$ cat src/rtl/wbc_pkg.sv
package wbc_pkg;
    typedef enum logic [0:0] {
        ST_RUN  = 1'b0,
        ST_FILL = 1'b1
    } ctl_state_e;
endpackage

$ cat src/rtl/wbc_tag_array.sv
module wbc_tag_array #(
    parameter int IDX_W = 3,
    parameter int TAG_W = 5
) (
    input  logic             clk,
    input  logic             rst_n,
    input  logic [IDX_W-1:0] rd_idx,
    output logic             rd_valid,
    output logic [TAG_W-1:0] rd_tag,
    input  logic             wr_en,
    input  logic [IDX_W-1:0] wr_idx,
    input  logic [TAG_W-1:0] wr_tag
);
    localparam int LINES = 1 << IDX_W;

    logic [LINES-1:0] vld_d, vld_q;
    logic [TAG_W-1:0] tag_d [LINES];
    logic [TAG_W-1:0] tag_q [LINES];

    always_comb begin
        vld_d = vld_q;
        tag_d = tag_q;
        if (wr_en) begin
            vld_d[wr_idx] = 1'b1;
            tag_d[wr_idx] = wr_tag;
        end
    end

    always_ff @(posedge clk) begin
        if (!rst_n) vld_q <= '0;
        else        vld_q <= vld_d;
    end

    always_ff @(posedge clk) begin
        tag_q <= tag_d;
    end

    assign rd_valid = vld_q[rd_idx];
    assign rd_tag   = tag_q[rd_idx];
endmodule

$ cat src/rtl/wbc_data_array.sv
module wbc_data_array #(
    parameter int IDX_W  = 3,
    parameter int OFF_W  = 2,
    parameter int DATA_W = 32
) (
    input  logic                          clk,
    input  logic [IDX_W-1:0]              rd_idx,
    input  logic [OFF_W-1:0]              rd_off,
    output logic [DATA_W-1:0]             rd_word,
    input  logic                          fill_en,
    input  logic [IDX_W-1:0]              fill_idx,
    input  logic [DATA_W*(1<<OFF_W)-1:0]  fill_line,
    input  logic                          wr_en,
    input  logic [IDX_W-1:0]              wr_idx,
    input  logic [OFF_W-1:0]              wr_off,
    input  logic [DATA_W-1:0]             wr_word
);
    localparam int LINES = 1 << IDX_W;
    localparam int WORDS = 1 << OFF_W;

    logic [DATA_W-1:0] arr_d [LINES][WORDS];
    logic [DATA_W-1:0] arr_q [LINES][WORDS];
    logic [DATA_W-1:0] fill_word [WORDS];

    for (genvar w = 0; w < WORDS; w++) begin : g_slice
        assign fill_word[w] = fill_line[w*DATA_W +: DATA_W];
    end

    always_comb begin
        arr_d = arr_q;
        if (fill_en) begin
            arr_d[fill_idx] = fill_word;
        end
        if (wr_en) begin
            arr_d[wr_idx][wr_off] = wr_word;
        end
    end

    always_ff @(posedge clk) begin
        arr_q <= arr_d;
    end

    assign rd_word = arr_q[rd_idx][rd_off];
endmodule

$ cat src/rtl/wbc_pend_buf.sv
module wbc_pend_buf #(
    parameter int IDX_W  = 3,
    parameter int OFF_W  = 2,
    parameter int DATA_W = 32
) (
    input  logic              clk,
    input  logic              rst_n,
    input  logic              cap_en,
    input  logic [IDX_W-1:0]  cap_idx,
    input  logic [OFF_W-1:0]  cap_off,
    input  logic [DATA_W-1:0] cap_data,
    output logic              drain_en,
    output logic [IDX_W-1:0]  drain_idx,
    output logic [OFF_W-1:0]  drain_off,
    output logic [DATA_W-1:0] drain_data,
    input  logic [IDX_W-1:0]  lk_idx,
    input  logic [OFF_W-1:0]  lk_off,
    output logic              lk_hit
);
    typedef struct packed {
        logic              v;
        logic [IDX_W-1:0]  idx;
        logic [OFF_W-1:0]  off;
        logic [DATA_W-1:0] data;
    } pend_t;

    pend_t pend_d, pend_q;

    always_comb begin
        pend_d   = pend_q;
        pend_d.v = 1'b0;
        if (cap_en) begin
            pend_d.v    = 1'b1;
            pend_d.idx  = cap_idx;
            pend_d.off  = cap_off;
            pend_d.data = cap_data;
        end
    end

    always_ff @(posedge clk) begin
        if (!rst_n) pend_q <= '0;
        else        pend_q <= pend_d;
    end

    assign drain_en   = pend_q.v;
    assign drain_idx  = pend_q.idx;
    assign drain_off  = pend_q.off;
    assign drain_data = pend_q.data;
    assign lk_hit     = pend_q.v && (pend_q.idx == lk_idx) && (pend_q.off == lk_off);
endmodule

$ cat src/rtl/wbc_cache.sv
module wbc_cache
    import wbc_pkg::*;
#(
    parameter int ADDR_W = 10,
    parameter int DATA_W = 32,
    parameter int IDX_W  = 3,
    parameter int OFF_W  = 2
) (
    input  logic                             clk,
    input  logic                             rst_n,
    input  logic                             cpu_valid,
    input  logic                             cpu_we,
    input  logic [ADDR_W-1:0]                cpu_addr,
    input  logic [DATA_W-1:0]                cpu_wdata,
    output logic                             cpu_ready,
    output logic [DATA_W-1:0]                cpu_rdata,
    output logic                             mem_req,
    output logic [ADDR_W-OFF_W-1:0]          mem_addr,
    input  logic                             mem_ack,
    input  logic [DATA_W*(1<<OFF_W)-1:0]     mem_line
);
    localparam int TAG_W   = ADDR_W - IDX_W - OFF_W;
    localparam int LADDR_W = ADDR_W - OFF_W;

    typedef struct packed {
        ctl_state_e         state;
        logic [LADDR_W-1:0] line;
    } ctl_t;

    ctl_t ctl_d, ctl_q;

    logic [TAG_W-1:0]  a_tag;
    logic [IDX_W-1:0]  a_idx;
    logic [OFF_W-1:0]  a_off;
    logic              t_valid;
    logic [TAG_W-1:0]  t_tag;
    logic              tag_hit;
    logic              fill_en;
    logic              cap_en;
    logic              drain_en;
    logic [IDX_W-1:0]  drain_idx;
    logic [OFF_W-1:0]  drain_off;
    logic [DATA_W-1:0] drain_data;
    logic              fwd_hit;
    logic [DATA_W-1:0] arr_word;

    assign a_off = cpu_addr[OFF_W-1:0];
    assign a_idx = cpu_addr[OFF_W +: IDX_W];
    assign a_tag = cpu_addr[ADDR_W-1 -: TAG_W];

    assign tag_hit   = t_valid && (t_tag == a_tag);
    assign cpu_ready = cpu_valid && (ctl_q.state == ST_RUN) && tag_hit;
    assign cap_en    = cpu_ready && cpu_we;
    assign mem_req   = (ctl_q.state == ST_FILL);
    assign mem_addr  = ctl_q.line;
    assign fill_en   = mem_req && mem_ack;
    assign cpu_rdata = fwd_hit ? drain_data : arr_word;

    always_comb begin
        ctl_d = ctl_q;
        unique case (ctl_q.state)
            ST_RUN: begin
                if (cpu_valid && !tag_hit) begin
                    ctl_d.state = ST_FILL;
                    ctl_d.line  = {a_tag, a_idx};
                end
            end
            ST_FILL: begin
                if (mem_ack) ctl_d.state = ST_RUN;
            end
            default: ctl_d.state = ST_RUN;
        endcase
    end

    always_ff @(posedge clk) begin
        if (!rst_n) ctl_q <= '{state: ST_RUN, line: '0};
        else        ctl_q <= ctl_d;
    end

    wbc_tag_array #(.IDX_W(IDX_W), .TAG_W(TAG_W)) i_tags (
        .clk      (clk),
        .rst_n    (rst_n),
        .rd_idx   (a_idx),
        .rd_valid (t_valid),
        .rd_tag   (t_tag),
        .wr_en    (fill_en),
        .wr_idx   (ctl_q.line[IDX_W-1:0]),
        .wr_tag   (ctl_q.line[LADDR_W-1 -: TAG_W])
    );

    wbc_data_array #(.IDX_W(IDX_W), .OFF_W(OFF_W), .DATA_W(DATA_W)) i_data (
        .clk       (clk),
        .rd_idx    (a_idx),
        .rd_off    (a_off),
        .rd_word   (arr_word),
        .fill_en   (fill_en),
        .fill_idx  (ctl_q.line[IDX_W-1:0]),
        .fill_line (mem_line),
        .wr_en     (drain_en),
        .wr_idx    (drain_idx),
        .wr_off    (drain_off),
        .wr_word   (drain_data)
    );

    wbc_pend_buf #(.IDX_W(IDX_W), .OFF_W(OFF_W), .DATA_W(DATA_W)) i_pend (
        .clk        (clk),
        .rst_n      (rst_n),
        .cap_en     (cap_en),
        .cap_idx    (a_idx),
        .cap_off    (a_off),
        .cap_data   (cpu_wdata),
        .drain_en   (drain_en),
        .drain_idx  (drain_idx),
        .drain_off  (drain_off),
        .drain_data (drain_data),
        .lk_idx     (a_idx),
        .lk_off     (a_off),
        .lk_hit     (fwd_hit)
    );
endmodule

$ cat config.mk
export PLATFORM = sky130hd
export DESIGN_NAME = wbc_cache
export DESIGN_NICKNAME = d
export VERILOG_FILES = /design/src/rtl/wbc_pkg.sv /design/src/rtl/wbc_tag_array.sv /design/src/rtl/wbc_data_array.sv /design/src/rtl/wbc_pend_buf.sv /design/src/rtl/wbc_cache.sv
export SDC_FILE = /design/constraint.sdc
export NUM_CORES = 2
export LEC_CHECK = 0
export BUFFER_PORTS_ARGS = -buffer_cell sky130_fd_sc_hd__buf_4
export CAP_MARGIN = 10
export CORE_MARGIN = 2
export CORE_UTILIZATION = 35
export DETAILED_ROUTE_END_ITERATION = 8
export SLEW_MARGIN = 25
export SYNTH_ARGS = -nofsm -noshare
export SYNTH_HDL_FRONTEND = slang
export SYNTH_SLANG_ARGS = --single-unit
$ cat constraint.sdc
create_clock -name clk -period 5.49 [get_ports clk]
set_input_delay 1.098 -clock clk [delete_from_list [all_inputs] [get_ports clk]]
set_output_delay 1.098 -clock clk [all_outputs]
set_load 0.005 [all_outputs]
==> run metrics <==
Sw Pwr 6.30 mW; die height 398 um; vias in the first global route 39294; via count ~41000; drt pass-1 iters 7; Post-CTS Setup Bufs 0; met2 WL slightly below 90000 um; DR iter-0 viols 3729; Seq pwr share 47.1%; post-synthesis simple-gate area fraction just under 9%; top sig layer met5; final wirelength 183000 um; routability cong. 0.789; final period utilization 89.0%; post-synthesis mux area share between 30% and 40%; Worst slew margin 24.8%; WS Path Type in -> out; Max Freq ~0.20 GHz; WP data arrival 3.79 ns; max-cap violation count 0; Place WS 0.601 ns; fin cells 7516; GRT Resource Usage Total 22.6%; WL/cell 24.3 um; Logic pwr share roughly 18%; Final Max Tran Viols 0; Tmin final 4.88 ns; worst-path fanout max 39; Worst VDD drop 0.268 mV; CTS tree yes; worst min-delay path class reg -> reg; full die area 158000 um^2; Total Power Consumption approximately 24 mW; CP endpoint kind output pin; Netlist cell types 36; Least-Margin Pin Slew 1.13 ns; sum of negative setup slack 0 ns; # resized after CTS 0; global route overflow 0; Setup Skew 0.0288 ns; status completed; nets@finish between 5000 and 6000; Post-synth EDFFs 40; clk slew on worst S/H paths 0.06 ns; Clk pwr share roughly 35%; M1 WL 78400 um; HPWL Detailed 108000 um; Internal 17.7 mW; Post-Syn Area 54300 um^2; Synth Register Bits 1119; CP required 4.39 ns; H-tree depth 3; antenna violations before repair 23; pwr/cell area 388 nW/um^2; share of layout cells above drive strength 1 17.0%; clk buf depth 3; clock sink total 1119; Final ANT Viol Nets 0; ys flop type dfxtp_1; Die Wd 398 um; Top Ports 217; Synth Area in XOR/XNOR 0.145%; met3 wire len 12600 um; DP Cell Count 7283; pin count of the biggest net entering global routing 89; I/O Buffers 216; worst hold slack 0.463 ns; Syn Area/Cell 9.75 um^2; Leakage Power 22.6 nW; Setup crit start kind input pin; Yosys warning count 0; Placeable Area 154000 um^2; Compound-Gate Fraction of Synth Area 10.2%; root buffer cell clkbuf_16; global-route wire length before repair 269000 um; number of buffers created by CTS 118; CTS Hold Buffers Added 0; Initial Util between 30% and 40%; fillers 14695; synthesis-to-layout area growth 14.0%; std cell rows 144; commonest non-fill, non-tap cell in the layout mux2i_1; Seq/Total Area, Yosys between 40% and 50%; RSZ-0062 raised after global routing false; most frequent cells in the layout mux2i_1 (1100), dfxtp_1 (1079), nand2_1 (635); Final Hold Viols 0; Worst-Skew Late Latency 0.75 ns; Syn Inst Count 5573; adder-cell share of the synthesized area 0%; vias per inst 5.45; Mapped Nets 5748; Async SR Flop Fraction 0%; Finish-stage setup viols 0; switching portion of total power 26.2%; DRC 0; largest family of logic cells by synthesized area multiplexers; Worst Slack Setup Final 0.605 ns
[power by group through the flow]
stage	registers, mW	logic [mW]	clock network, mW
floorplan	11.0	3.29	0
global placement	11.4	4.02	0
detailed placement	11.4	4.21	0
CTS	11.3	4.20	8.63
global route	11.5	4.64	8.95
finish	11.3	4.20	8.51
[flip-flops by register name, indices dropped and copies added, names as in the netlist]
| register | count |
|---|---|
| i_tags.vld_q | 8 |
| i_pend.drain_en | 1 |
| i_data.arr_q | 1024 |
| i_pend.drain_idx | 3 |
| i_pend.drain_off | 2 |
| i_pend.drain_data | 32 |
| i_tags.tag_q | 40 |
| mem_addr | 8 |
| mem_req | 1 |
[layout make-up]
type / instances / area, um^2 / share of cell area [%]
Clock inverter: 50 / 633 / 1.02
Inverter: 1 / 3.75 / 0.00606
Tap cell: 2044 / 2560 / 4.13
Timing Repair Buffer: 352 / 3220 / 5.19
Clock buffer: 171 / 3500 / 5.65
Sequential cell: 1119 / 22800 / 36.8
Antenna cell: 9 / 22.5 / 0.0364
Multi-Input combinational cell: 3770 / 29200 / 47.1
[final timing paths]
check	startpoint	end	slack, ns	cells past startpoint
worst max-delay path	cpu_addr[2]	cpu_rdata[13]	0.61	7
worst min-delay path	i_tags.vld_q[6]	i_tags.vld_q[6]	0.46	1
worst max register to register	i_pend.drain_en	i_data.arr_q[882]	2.47	4
worst min register to register	i_tags.vld_q[6]	i_tags.vld_q[6]	0.46	1
[cells by family after synthesis]
logic type / Yosys count
multiplexers: 1432
AND/OR/NAND/NOR: 1236
flip-flops: 1119
AO/OA/AOI/OAI: 1093
buffers and inverters: 684
XOR/XNOR: 9
[critical path, stage by stage]
cell and delay (ns):
buf_8 0.42, buf_4 0.47, mux4_2 0.59, mux4_2 0.48, mux2i_1 0.18, o21ai_0 0.23, buf_4 0.23
[per-stage QoR]
step	area, um^2	util (%)
after floorplan	54300	-
after global placement	57400	37.3
after detailed placement	57600	37.4
after CTS	61800	40.1
after global routing	61900	40.2
final	61900	40.2
[Yosys cell counts (7+ instances only)]
cell         n  area share [%]
xor2_1       7            0.11
clkbuf_1   481             3.3
buf_1      162             1.1
o21a_1       8            0.11
nor2_1     549             3.8
dfxtp_1   1079              40
o311ai_0     9            0.15
mux4_2     330              14
buf_2       32            0.29
o21ai_0    552             5.1
a21oi_1    521             4.8
nand2_1    651             4.5
and3_1       9            0.10
mux2i_1   1100              20
edfxtp_1    40             2.2
[layer usage]
metal / vias to the layer above / global-route usage [%]
met1: 19929 / 30.3
met2: 1517 / 37.3
met3: 287 / 3.48
met5: - / 0
met4: 16 / 6.76
li1: 19215 / -
No activity file was read; power rests on OpenSTA's default activity.
